==> src/rtl/tmr_chan_pkg.sv <==
package tmr_chan_pkg;

  typedef struct packed {
    logic start;
    logic manual;
    logic invert;
    logic autoreload;
  } tmr_ctl_t;

  localparam int unsigned CTL_OFS = 32'h08;
  localparam int unsigned IRQ_OFS = 32'h44;
  localparam int unsigned PEND_SHIFT = 5;
  localparam int unsigned LAST_CH = 4;

  function automatic int unsigned grp_of(input int unsigned ch);
    return (ch == 0) ? 0 : ch + 1;
  endfunction

  function automatic int unsigned cnt_buf_ofs(input int unsigned ch);
    return 32'h0C + 12 * ch;
  endfunction

  function automatic int unsigned cmp_buf_ofs(input int unsigned ch);
    return 32'h10 + 12 * ch;
  endfunction

  function automatic int unsigned obs_ofs(input int unsigned ch);
    return (ch == LAST_CH) ? 32'h40 : 32'h14 + 12 * ch;
  endfunction

endpackage

==> src/rtl/tmr_ctrl_decode.sv <==
module tmr_ctrl_decode
  import tmr_chan_pkg::*;
#(
  parameter int unsigned CH_IDX = 0
) (
  input  logic [3:0] nib_i,
  output tmr_ctl_t   ctl_o
);

  generate
    if (CH_IDX == LAST_CH) begin : g_last
      // displaced reload bit, no polarity control
      logic unused_nib;
      assign unused_nib       = nib_i[3];
      assign ctl_o.start      = nib_i[0];
      assign ctl_o.manual     = nib_i[1];
      assign ctl_o.invert     = 1'b0;
      assign ctl_o.autoreload = nib_i[2];
    end else begin : g_std
      assign ctl_o.start      = nib_i[0];
      assign ctl_o.manual     = nib_i[1];
      assign ctl_o.invert     = nib_i[2];
      assign ctl_o.autoreload = nib_i[3];
    end
  endgenerate

endmodule

==> src/rtl/tmr_down_counter.sv <==
module tmr_down_counter #(
  parameter int unsigned CNT_W = 16
) (
  input  logic             clk_i,
  input  logic             rst_ni,
  input  logic             tick_i,
  input  logic             start_i,
  input  logic             manual_i,
  input  logic             autoreload_i,
  input  logic [CNT_W-1:0] cnt_buf_i,
  input  logic [CNT_W-1:0] cmp_buf_i,
  output logic [CNT_W-1:0] cnt_o,
  output logic             level_o,
  output logic             expire_o
);

  logic [CNT_W-1:0] cnt_q, cmp_q;
  logic             done_q;
  logic             running;

  assign running  = start_i & ~manual_i & ~done_q;
  assign expire_o = running & tick_i & (cnt_q == '0);
  assign cnt_o    = cnt_q;
  assign level_o  = start_i & ~manual_i & (cnt_q <= cmp_q);

  always_ff @(posedge clk_i or negedge rst_ni) begin
    if (!rst_ni) begin
      cnt_q  <= '0;
      cmp_q  <= '0;
      done_q <= 1'b0;
    end else if (manual_i) begin
      cnt_q  <= cnt_buf_i;
      cmp_q  <= cmp_buf_i;
      done_q <= 1'b0;
    end else if (running && tick_i) begin
      if (cnt_q == '0) begin
        if (autoreload_i) begin
          cnt_q <= cnt_buf_i;
          cmp_q <= cmp_buf_i;
        end else begin
          done_q <= 1'b1;
        end
      end else begin
        cnt_q <= cnt_q - 1'b1;
      end
    end
  end

  p_manual_load_r2: assert property (@(posedge clk_i) disable iff (!rst_ni)
    manual_i |=> (cnt_q == $past(cnt_buf_i)));

  p_step_r3: assert property (@(posedge clk_i) disable iff (!rst_ni)
    (running && tick_i && cnt_q != '0) |=> (cnt_q == $past(cnt_q) - 1'b1));

  p_reload_r4: assert property (@(posedge clk_i) disable iff (!rst_ni)
    (expire_o && autoreload_i) |=> (cnt_q == $past(cnt_buf_i)));

  p_oneshot_hold_r5: assert property (@(posedge clk_i) disable iff (!rst_ni)
    (expire_o && !autoreload_i) |=> (cnt_q == '0 && !expire_o));

  p_halt_r6: assert property (@(posedge clk_i) disable iff (!rst_ni)
    (!start_i && !manual_i) |=> $stable(cnt_q));

endmodule

==> src/rtl/tmr_irq_status.sv <==
module tmr_irq_status (
  input  logic clk_i,
  input  logic rst_ni,
  input  logic expire_i,
  input  logic wr_i,
  input  logic en_bit_i,
  input  logic clr_bit_i,
  output logic en_o,
  output logic pend_o,
  output logic irq_o
);

  logic en_q, pend_q;

  always_ff @(posedge clk_i or negedge rst_ni) begin
    if (!rst_ni) begin
      en_q   <= 1'b0;
      pend_q <= 1'b0;
    end else begin
      if (wr_i) en_q <= en_bit_i;
      // a new expiry beats a simultaneous clear
      if (expire_i)                pend_q <= 1'b1;
      else if (wr_i && clr_bit_i)  pend_q <= 1'b0;
    end
  end

  assign en_o   = en_q;
  assign pend_o = pend_q;
  assign irq_o  = en_q & pend_q;

  p_pend_set_r8: assert property (@(posedge clk_i) disable iff (!rst_ni)
    expire_i |=> pend_q);

  p_pend_clr_r8: assert property (@(posedge clk_i) disable iff (!rst_ni)
    (wr_i && clr_bit_i && !expire_i) |=> !pend_q);

  p_irq_needs_flag_r9: assert property (@(posedge clk_i) disable iff (!rst_ni)
    (!expire_i && !pend_q) |=> !irq_o);

endmodule

==> src/rtl/tmr_chan.sv <==
module tmr_chan
  import tmr_chan_pkg::*;
#(
  parameter int unsigned CH_IDX = 0,
  parameter int unsigned CNT_W  = 16,
  parameter int unsigned ADDR_W = 8,
  parameter int unsigned DATA_W = 32
) (
  input  logic              clk_i,
  input  logic              rst_ni,
  input  logic              wr_en_i,
  input  logic [ADDR_W-1:0] wr_addr_i,
  input  logic [DATA_W-1:0] wr_data_i,
  input  logic [ADDR_W-1:0] rd_addr_i,
  output logic [DATA_W-1:0] rd_data_o,
  input  logic              tick_i,
  output logic              pwm_o,
  output logic              irq_o
);

  localparam int unsigned GRP_LSB = 4 * grp_of(CH_IDX);
  localparam int unsigned PEND_BIT = CH_IDX + PEND_SHIFT;
  localparam logic [ADDR_W-1:0] A_CNT = ADDR_W'(cnt_buf_ofs(CH_IDX));
  localparam logic [ADDR_W-1:0] A_CMP = ADDR_W'(cmp_buf_ofs(CH_IDX));
  localparam logic [ADDR_W-1:0] A_OBS = ADDR_W'(obs_ofs(CH_IDX));
  localparam logic [ADDR_W-1:0] A_CTL = ADDR_W'(CTL_OFS);
  localparam logic [ADDR_W-1:0] A_IRQ = ADDR_W'(IRQ_OFS);

  logic [CNT_W-1:0] cnt_buf_q, cmp_buf_q, cnt;
  tmr_ctl_t         ctl_q, ctl_wr;
  logic             level, expire, en, pend, irq_wr;
  logic             unused_wdata;

  assign unused_wdata = ^wr_data_i;
  assign irq_wr       = wr_en_i && (wr_addr_i == A_IRQ);

  tmr_ctrl_decode #(.CH_IDX(CH_IDX)) u_dec (
    .nib_i (wr_data_i[GRP_LSB +: 4]),
    .ctl_o (ctl_wr)
  );

  always_ff @(posedge clk_i or negedge rst_ni) begin
    if (!rst_ni) begin
      cnt_buf_q <= '0;
      cmp_buf_q <= '0;
      ctl_q     <= '0;
    end else if (wr_en_i) begin
      if (wr_addr_i == A_CNT) cnt_buf_q <= wr_data_i[CNT_W-1:0];
      if (wr_addr_i == A_CMP) cmp_buf_q <= wr_data_i[CNT_W-1:0];
      if (wr_addr_i == A_CTL) ctl_q     <= ctl_wr;
    end
  end

  tmr_down_counter #(.CNT_W(CNT_W)) u_cnt (
    .clk_i        (clk_i),
    .rst_ni       (rst_ni),
    .tick_i       (tick_i),
    .start_i      (ctl_q.start),
    .manual_i     (ctl_q.manual),
    .autoreload_i (ctl_q.autoreload),
    .cnt_buf_i    (cnt_buf_q),
    .cmp_buf_i    (cmp_buf_q),
    .cnt_o        (cnt),
    .level_o      (level),
    .expire_o     (expire)
  );

  tmr_irq_status u_irq (
    .clk_i     (clk_i),
    .rst_ni    (rst_ni),
    .expire_i  (expire),
    .wr_i      (irq_wr),
    .en_bit_i  (wr_data_i[CH_IDX]),
    .clr_bit_i (wr_data_i[PEND_BIT]),
    .en_o      (en),
    .pend_o    (pend),
    .irq_o     (irq_o)
  );

  assign pwm_o = level ^ ctl_q.invert;

  always_comb begin
    rd_data_o = '0;
    if (rd_addr_i == A_OBS) begin
      rd_data_o = DATA_W'(cnt);
    end else if (rd_addr_i == A_IRQ) begin
      rd_data_o[CH_IDX]   = en;
      rd_data_o[PEND_BIT] = pend;
    end
  end

  p_foreign_ctl_r7: assert property (@(posedge clk_i) disable iff (!rst_ni)
    (!(wr_en_i && wr_addr_i == A_CTL)) |=> $stable(ctl_q));

  p_no_invert_last_r7: assert property (@(posedge clk_i) disable iff (!rst_ni)
    (CH_IDX == LAST_CH) |-> !ctl_q.invert);

endmodule

==> config.mk <==
export PLATFORM = sky130hd
export DESIGN_NAME = tmr_chan
export DESIGN_NICKNAME = d
export VERILOG_FILES = /design/src/rtl/tmr_chan_pkg.sv /design/src/rtl/tmr_ctrl_decode.sv /design/src/rtl/tmr_down_counter.sv /design/src/rtl/tmr_irq_status.sv /design/src/rtl/tmr_chan.sv
export SDC_FILE = /design/constraint.sdc
export NUM_CORES = 1
export LEC_CHECK = 0
export BUFFER_PORTS_ARGS = -buffer_cell sky130_fd_sc_hd__buf_4
export CAP_MARGIN = 25
export CORE_MARGIN = 2
export CORE_UTILIZATION = 45
export DETAILED_ROUTE_END_ITERATION = 12
export PLACE_DENSITY = 0.72
export SLEW_MARGIN = 25
export SYNTH_ARGS = -nofsm -noshare
export SYNTH_HDL_FRONTEND = slang
export SYNTH_SLANG_ARGS = --single-unit
==> constraint.sdc <==
create_clock -name clk_i -period 7.5 [get_ports clk_i]
set_input_delay 2.25 -clock clk_i [delete_from_list [all_inputs] [get_ports clk_i]]
set_output_delay 2.25 -clock clk_i [all_outputs]
set_load 0.01 [all_outputs]
==> metrics.md, run 1 <==
| Metric | Value |
|---|---|
| Cell Chain, Critical Path | buf_4 > nor4b_1 > and3_1 > and2_1 > buf_4 |
| CP max stage cell | and3_1 |
| Synth Instances | 368 |
| CTS Buf Count | 9 |
| Combinational Power Share | 25.4% |
| Synth cell count leaders | dfrtp_1, mux2_2, a21oi_1 |
| Die Area | 9576 um2 |
| Peak Freq | 173.8 MHz |
| CP Buf/Inv Count | 2 |
| Largest net degree at the start of global routing | 72 |
| Initial core utilization | 45.90% |
| Slew Limit Fails | 0 |
| Setup TNS | 0 ps |
| Post-CTS Resized | 0 |
| CTS Root Cell | clkbuf_8 |
| Pre-antenna DRT Iters | 4 |
| Max Cap Viol | 0 |
| Leak Pwr | 2.242 nW |
| Crit-path most repeated cell | buf_4 |
| H-tree lvl count | 3 |
| Worst Skew | 12.34 ps |
| Crit path DAT | 3500 ps |
| Worst vdd ir | 0.1024 mV |
| CP Capture Type | primary output |
| Net Switching | 0.0003427 W |
| Hold EP | cnt_buf_q[5] |
| Post-CTS Hold Buffers | 0 |
| Area after DPL | 4380 um2 |
| Top cell type's share of synthesized area | 44.82% |
| Period utilization | 76.72% |
| Clock Latency Late Sink | 350 ps |
| Vias in the first global route | 2,955 |
| Post-synth top flop | dfrtp_1 |
| Reg2Reg Setup Slack | 4950 ps |
| Power share of the clock group | 29.5% |
| Slew margin rel. | 41.78% |
| 1st-iter DRT viols | 258 |
| Layout area overhead | 15.50% |
| Critical Path Max Stage Delay | 460 ps |
| DP Wirelength | 6.259 mm |
| Post-layout power | 0.001032 W |
| Async S/R FF share, synth | 100.0% |
| Final Instance Area | 4578 um2 |
| Worst EP required | 5250 ps |
| Switching share of power | 33.22% |
| Largest area contributor in the netlist | dfrtp_1 |
| First-pass GRT wire length | 14.48 mm |
| WL/cell | 16.16 um |
| Outcome | completed |
| Final setup fails | 0 |
| Critical path startpoint category | input pin |
| Final GP Congestion | 0.8949 |
| R2r endpoint | u_cnt.cmp_q[5] |
| Longest Clk Path Bufs | 2 |
| IO Port Bufs | 53 |
| Die Wd | 97.86 um |
| Worst Min Path Start | cnt_buf_q[5] |
| Power Density | 225.3 nW/um2 |
| Total GRT Usage | 18.90% |
| RSZ-0062 raised after global routing | no |
| Distinct cells, synth | 52 |
| Vias | 2,961 |
| Hold Path Cell Cnt | 2 |
| Worst r2r path cells | 6 |
| Post-synth EDFFs | 0 |
| Final hold viol count | 0 |
| Slew @ Worst Pin | 873.3 ps |
| Post-DRT Antenna Nets | 0 |
| Sequential cell fraction of total power | 45.1% |
| Post-layout nets | 490 |
| Site row count | 34 |
| Top post-synthesis cells by area | dfrtp_1, mux2_2, ha_1 |
| Final WL | 8.611 mm |
| Tmin final | 5754 ps |
| Share of cells above drive strength 1 | 30.82% |
| CP delay by family, top | simple AND/OR/NAND/NOR gates |
| Number of synthesized register bits | 71 |
| Sequential area share after synthesis | 44.82% |
| Count leader, synth | dfrtp_1 |
| Initial antenna violation count | 0 |
| Drt drc | 0 |
| Grt total ovfl | 0 |
| Netlist area before placement | 3964 um2 |
| Via-per-instance ratio | 5.555 |
| FF-to-FF Start | u_cnt.cnt_o[0] |
| Crit-path max FO | 14 |
| CTS tree | yes |
| Die H | 97.86 um |
| Int Pwr | 0.0006888 W |
| Clk slew on worst S/H paths | 70 ps |
| Hold WC Path Type | flop to flop |
| Core Area | 8636 um2 |
| Mean Syn Cell Area | 10.77 um2 |
| # IOs | 86 |
| Antenna Cells | 0 |
| Clock sinks | 71 |
| CP Class | input pin to primary output |
| Yosys warnings | 0 |
| Setup Buffers After CTS | 0 |
-- stage by stage --
step	setup slack, ps	cells	util [%]	hold slack (ps)
finish	1746	533	53.01	493.7
global route	1629	533	53.01	519.9
CTS	1736	533	53.01	496.8
detailed placement	1742	517	50.72	480.8
global placement	1762	517	50.72	461.7
floorplan	2049	383	-	446.0
-- cells by family (layout without fill, tap and decap cells) --
group | after synthesis | in the layout | share of synthesized area, %
and+or+nand+nor | 102 | 102 | 15.56
AOI/OAI and AO/OA | 76 | 76 | 12.06
DFF | 71 | 71 | 44.82
muxes | 51 | 51 | 15.25
buffers and inverters | 49 | 91 | 6.534
adders and majority gates | 18 | 18 | 5.682
other | 1 | 16 | 0.09461
-- cell type report --
class | instances | area (um2)
fill | 778 | 4058
multi-input combinational | 263 | 1984
sequential | 71 | 1777
timing repair buffer | 54 | 405.4
clock buffer | 10 | 137.6
tap | 108 | 135.1
inverter | 21 | 78.83
clock inverter | 6 | 60.06
-- worst max path at each step --
stage / from / endpoint / slack, ps / depth (start not counted)
5_1_grt: rd_addr_i[3] / rd_data_o[11] / 1630 / 5
3_3_place_gp: rd_addr_i[3] / rd_data_o[8] / 1760 / 5
3_5_place_dp: rd_addr_i[3] / rd_data_o[11] / 1740 / 5
6_report: rd_addr_i[3] / rd_data_o[11] / 1750 / 5
2_1_floorplan: rd_addr_i[3] / rd_data_o[10] / 2050 / 4
4_1_cts: rd_addr_i[3] / rd_data_o[11] / 1740 / 5
-- power groups by stage --
| stage | logic, W | clock network (W) | registers [W] |
|---|---|---|---|
| floorplan | 0.000196 | 0 | 0.000454 |
| global placement | 0.000253 | 0 | 0.000469 |
| detailed placement | 0.000262 | 0 | 0.000471 |
| CTS | 0.000264 | 0.000310 | 0.000464 |
| global route | 0.000303 | 0.000323 | 0.000471 |
| finish | 0.000262 | 0.000304 | 0.000465 |
-- layer usage --
metal	GRT usage (%)	wire length, um	part of all wire [%]	vias to the layer above
met5	0	0	0	-
li1	-	-	-	1414
met2	30.72	4234	49	109
met4	7.479	171	2.0	0
met3	4.366	520	6.0	15
met1	24.57	3685	43	1423
-- layout by cell type (no fill, tap or decap), types with 6 or more instances in the layout --
cell type / count
nand3_1: 6
nand4_1: 8
nor3_1: 6
nand2_1: 15
dfrtp_1: 71
inv_1: 21
clkbuf_8: 10
conb_1: 16
a21oi_1: 25
o21ai_0: 22
mux2_2: 43
nor2_1: 21
mux2_4: 8
buf_4: 54
ha_1: 18
and2_1: 15
-- flip-flops by register name, summed over array words and instances, names as in the netlist --
register,cells
u_irq.en_o,1
u_cnt.cmp_q,16
u_irq.pend_o,1
ctl_q,4
cmp_buf_q,16
u_cnt.cnt_o,16
u_cnt.done_q,1
cnt_buf_q,16
-- worst min-delay path, stage by stage (launching register included) --
cell     delay [ps]
dfrtp_1         350
nand2_1          50
o21ai_0          60
Note: power is estimated with default switching activity, not from simulation.
==> inputs of run 2 (changes only) <==
Settings changed: ABC_AREA set to 1, PLACE_DENSITY 0.72 to 0.74.
Clock period 7.5 ns to 5.15 ns, I/O delays scaled along.
==> run 2 against run 1 <==
Worst setup slack lost 970 ps. Cell area increased by 4.0%. Sequential power increased by 53%. Utilization decreased by 0.73 points. Total power increased by 75%. Die area is 5.0% higher. Worst hold slack got worse by 6.2 ps. Wire length rose by 1.7%. Count of clock-buffer cells in the layout is 2 higher. Clock skew is 2.7 ps lower. Largest cell class unchanged. Largest power group unchanged.
==> metrics.md, run 2 <==
| Metric | Value |
|---|---|
| Commonest cells after routing, fill and taps aside | nand2_1, dfrtp_1, inv_1 |
| CTS tree | yes |
| First-pass GRT wire length | 14.46 mm |
| Netlist area before placement | 4173 um2 |
| Antenna Cells | 0 |
| Total GRT Usage | 18.26% |
| CTS Root Cell | clkbuf_8 |
| Worst Skew | 9.680 ps |
| Vias | 3,355 |
| Worst r2r path cells | 9 |
| Core Area | 9109 um2 |
| Commonest non-fill, non-tap cell in the layout | nand2_1 |
| Vias in the first global route | 3,061 |
| Post-synth top flop | dfrtp_1 |
| Distinct cells, synth | 37 |
| Hold Path Cell Cnt | 2 |
| Synth Instances | 518 |
| Clock Latency Late Sink | 350 ps |
| Non-Filler Instances | 682 |
| Clock sinks | 71 |
| Power share of the clock group | 26.4% |
| Final GP Congestion | 0.8684 |
| Setup Buffers After CTS | 0 |
| Grt total ovfl | 0 |
| Slew Limit Fails | 0 |
| Post-layout nets | 636 |
| Count leader, synth | nand2_1 |
| Post-CTS Resized | 0 |
| Initial antenna violation count | 0 |
| Post-DRT Antenna Nets | 0 |
| Top cell type's share of synthesized area | 42.58% |
| CP Capture Type | primary output |
| Top post-synthesis cells by area | dfrtp_1, nand2_1, inv_1 |
| Crit-path max FO | 16 |
| Die Wd | 100.3 um |
| Power Density | 378.2 nW/um2 |
| Sequential area share after synthesis | 42.58% |
| Sequential cell fraction of total power | 39.6% |
| RSZ-0062 raised after global routing | no |
| Largest area contributor in the netlist | dfrtp_1 |
| Worst EP required | 3610 ps |
| Switching share of power | 38.08% |
| Combinational Power Share | 34.0% |
| Longest Clk Path Bufs | 2 |
| Area after DPL | 4541 um2 |
| WL/cell | 12.84 um |
| H-tree lvl count | 3 |
| Synth cell count leaders | nand2_1, dfrtp_1, inv_1 |
| Peak Freq | 228.7 MHz |
| Slew @ Worst Pin | 990.2 ps |
| Pre-antenna DRT Iters | 5 |
| Site row count | 35 |
| Async S/R FF share, synth | 100.0% |
| Layout area overhead | 14.12% |
| Final WL | 8.755 mm |
| Hold Slack | 487.5 ps |
| Max Cap Viol | 0 |
| Net Switching | 0.0006859 W |
| Leak Pwr | 2.598 nW |
| Die H | 100.3 um |
| IO Port Bufs | 53 |
| Number of synthesized register bits | 71 |
| Drt drc | 0 |
| Tmin final | 4372 ps |
| Clk slew on worst S/H paths | 70 ps |
| # IOs | 86 |
| DP Wirelength | 6.375 mm |
| Share of cells above drive strength 1 | 22.42% |
| CP Class | input pin to primary output |
| Crit path DAT | 2830 ps |
| Reg2Reg Setup Slack | 3020 ps |
| Placed insts | 666 |
| Slew margin rel. | 33.83% |
| Period utilization | 84.90% |
| Int Pwr | 0.001115 W |
| Post-CTS Hold Buffers | 0 |
| Die Area | 10,060 um2 |
| Initial core utilization | 45.81% |
| Final Instance Area | 4762 um2 |
| CTS Buf Count | 9 |
| Largest net degree at the start of global routing | 72 |
| Mean Syn Cell Area | 8.056 um2 |
| Final setup fails | 0 |
| Critical path startpoint category | input pin |
| Final design utilization | 52.28% |
| Yosys warnings | 0 |
| Setup TNS | 0 ps |
| Final hold viol count | 0 |
| Hold WC Path Type | flop to flop |
| Outcome | completed |
| Post-synth EDFFs | 0 |
| 1st-iter DRT viols | 247 |
| Via-per-instance ratio | 4.919 |
| Worst vdd ir | 0.1367 mV |
==> run 2: changes by cell type after synthesis, moves of 15 or more <==
| cell | before | now |
|---|---|---|
| mux2_2 | 43 | 0 |
| and2_1 | 15 | 0 |
| nor2_2 | 0 | 15 |
| o21ai_0 | 22 | 49 |
| nand2_1 | 15 | 122 |
| inv_1 | 21 | 67 |
| nor2_1 | 21 | 55 |
==> run 2: path summary, 6_finish.rpt <==
path                                   end            from
setup / recovery              rd_data_o[0]    rd_addr_i[1]
hold / removal                cmp_buf_q[0]    cmp_buf_q[0]
setup reg to reg           u_cnt.cmp_q[12]  u_cnt.cnt_o[0]
hold reg to reg               cmp_buf_q[0]    cmp_buf_q[0]
max in group asynchronous    cmp_buf_q[10]          rst_ni
min in group asynchronous     u_cnt.done_q          rst_ni
==> run 2: kinds of logic (layout without fill, tap and decap cells) <==
logic type / after synthesis / in the layout / share of synthesized area, %
simple gates: 228 / 228 / 24.62
fa+ha+maj: 18 / 18 / 5.397
buf+inv: 103 / 141 / 12.17
flops: 71 / 71 / 42.58
compound gates: 93 / 93 / 14.30
other cells: 1 / 16 / 0.08987
xor+xnor: 4 / 4 / 0.8397
==> run 2: metal layers <==
metal	wire length (um)	up-vias	GRT usage [%]	share of wire (%)
li1	-	1694	-	-
met2	3879	106	27.21	44
met1	4276	1541	26.28	49
met4	174	0	8.008	2.0
met3	424	14	2.994	4.8
met5	0	-	0	0
==> run 2: cell type report <==
cell class,instances,area (um2)
clock buffers,12,165.2
clock inverters,4,51.30
fillers,861,4347
inverters,72,282.8
multi-input cells,359,1949
flip-flops and latches,71,1777
well taps,111,138.9
repair buffers,53,397.9
==> run 2: worst max-delay path: stages <==
cell	delay (ps)
buf_4	100
nor2_1	90
nand4_1	90
or3_1	560
o21ai_0	280
buf_4	160
==> run 2: through the flow <==
step / power (W) / setup slack [ps]
after floorplan: 0.001198 / 1068
after global placement: 0.001307 / 807.1
after detailed placement: 0.001327 / 760.8
after CTS: 0.001798 / 763.4
after global routing: 0.001923 / 659.0
final: 0.001801 / 777.7
==> run 2: power by group through the flow <==
stage          combinational (W)  clock (W)  sequential (W)
2_1_floorplan           0.000502          0        0.000696
3_3_place_gp            0.000590          0        0.000717
3_5_place_dp            0.000606          0        0.000721
4_1_cts                 0.000610   0.000478        0.000710
5_1_grt                 0.000693   0.000506        0.000724
6_report                0.000612   0.000476        0.000712
==> inputs of run 3 (changes only) <==
Settings changed: ABC_AREA 1 to 0, PLACE_DENSITY 0.74 to 0.72.
Clock period 5.15 ns to 4.1 ns, I/O delays scaled along.
==> run 3 against run 2 <==
Worst hold slack gained 6.2 ps. Combinational power decreased by 20%. Clock power grew 18%. Die area decreased by 4.8%. Count of clock-buffer cells in the layout is 2 lower. Largest power group unchanged.
==> metrics.md, run 3 (synthesis results as in run 1) <==
| Metric | Value |
|---|---|
| Post-CTS Hold Buffers | 0 |
| First-pass GRT wire length | 14.21 mm |
| Commonest non-fill, non-tap cell in the layout | dfrtp_1 |
| Power Density | 414.8 nW/um2 |
| Outcome | completed |
| Final GP Congestion | 0.8911 |
| Hold Slack | 493.8 ps |
| Crit path DAT | 2500 ps |
| Vias | 2,982 |
| Initial core utilization | 45.90% |
| CP delay by family, top | simple AND/OR/NAND/NOR gates |
| Period utilization | 90.96% |
| Slew margin rel. | 41.98% |
| Leak Pwr | 2.242 nW |
| Clock sinks | 71 |
| CTS tree | yes |
| Hold WC Path Type | flop to flop |
| WL/cell | 15.99 um |
| Slew @ Worst Pin | 870.3 ps |
| Grt total ovfl | 0 |
| Die H | 97.86 um |
| Via-per-instance ratio | 5.595 |
| Final WL | 8.521 mm |
| Share of cells above drive strength 1 | 30.82% |
| DP Wirelength | 6.138 mm |
| Tmin final | 3729 ps |
| Antenna Cells | 0 |
| Post-DRT Antenna Nets | 0 |
| Critical path startpoint category | flop |
| Drt drc | 0 |
| Die Wd | 97.86 um |
| Longest Clk Path Bufs | 2 |
| Crit-path max FO | 6 |
| Post-CTS Resized | 0 |
| Slew Limit Fails | 0 |
| # IOs | 86 |
| CP Capture Type | primary output |
| CP max stage cell | dfrtp_1 |
| Site row count | 34 |
| Largest net degree at the start of global routing | 72 |
| Post-layout nets | 490 |
| Clk slew on worst S/H paths | 80 ps |
| CP Class | flop to primary output |
| Vias in the first global route | 2,927 |
| Layout area overhead | 15.50% |
| Initial antenna violation count | 0 |
| Core Area | 8636 um2 |
| 1st-iter DRT viols | 169 |
| Max Cap Viol | 0 |
| Critical Path Max Stage Delay | 460 ps |
| Final setup fails | 0 |
| CTS Root Cell | clkbuf_8 |
| Pre-antenna DRT Iters | 5 |
| Total GRT Usage | 18.74% |
| Setup TNS | 0 ps |
| Peak Freq | 268.2 MHz |
| Clock Latency Late Sink | 360 ps |
| Final hold viol count | 0 |
| Commonest cells after routing, fill and taps aside | dfrtp_1, buf_4, mux2_2 |
| Cell Chain, Critical Path | ha_1 > a21oi_1 > o21ai_0 > or3_1 > or4_1 > nand4_1 > buf_4 |
| H-tree lvl count | 3 |
| Worst vdd ir | 0.1560 mV |
| IO Port Bufs | 53 |
| CTS Buf Count | 9 |
| Die Area | 9576 um2 |
| Worst EP required | 2870 ps |
| CP Buf/Inv Count | 1 |
| RSZ-0062 raised after global routing | no |
| Setup Buffers After CTS | 0 |
| Worst Skew | 8.059 ps |
run 3: cell type report:
cell class	instances	area [um2]
fill	778	4058
multi-input combinational	263	1984
sequential	71	1777
timing repair buffer	54	405.4
clock buffer	10	137.6
tap	108	135.1
inverter	21	78.83
clock inverter	6	60.06
run 3: path summary, 6_finish.rpt:
path / slack, ps / depth (start not counted) / endpoint / start
max: 370 / 7 / pwm_o / u_cnt.cnt_o[15]
min in group asynchronous: 980 / 1 / ctl_q[3] / rst_ni
min reg2reg: 490 / 2 / cnt_buf_q[5] / cnt_buf_q[5]
max reg2reg: 1520 / 6 / u_cnt.cmp_q[4] / u_cnt.cnt_o[1]
min: 490 / 2 / cnt_buf_q[5] / cnt_buf_q[5]
max in group asynchronous: 2540 / 1 / u_cnt.cnt_o[8] / rst_ni
run 3: worst reg2reg max path: cells and delay by family, from the launching register on:
family                   cells  cell delay (ps)
AO/OA/AOI/OAI                1              730
adder cells (fa/ha/maj)      1              220
buffers and inverters        1              120
flip-flops                   1              480
multiplexers                 1              430
AND/OR/NAND/NOR              2              480
run 3: power by group:
part           internal, W  switching [W]
Sequential        0.000760      0.0000917
Clock             0.000294       0.000267
Combinational     0.000207       0.000280
Total              0.00126       0.000638
run 3: routing by layer:
metal	global-route usage [%]	vias to the layer above	wire length, um
li1	-	1409	-
met1	24.87	1441	3708
met2	28.98	117	4029
met3	3.794	15	573
met4	10.04	0	210
met5	0	-	0
run 3: metrics by stage:
| step | total power, W | worst slack (ps) | area, um2 | utilization (%) | instances |
|---|---|---|---|---|---|
| final | 0.001899 | 370.8 | 4578 | 53.01 | 533 |
| after global routing | 0.002005 | 250.3 | 4578 | 53.01 | 533 |
| after CTS | 0.001909 | 350.4 | 4578 | 53.01 | 533 |
| after detailed placement | 0.001342 | 377.1 | 4380 | 50.72 | 517 |
| after global placement | 0.001321 | 402.3 | 4380 | 50.72 | 517 |
| after floorplan | 0.001190 | 688.6 | 4020 | - | 383 |
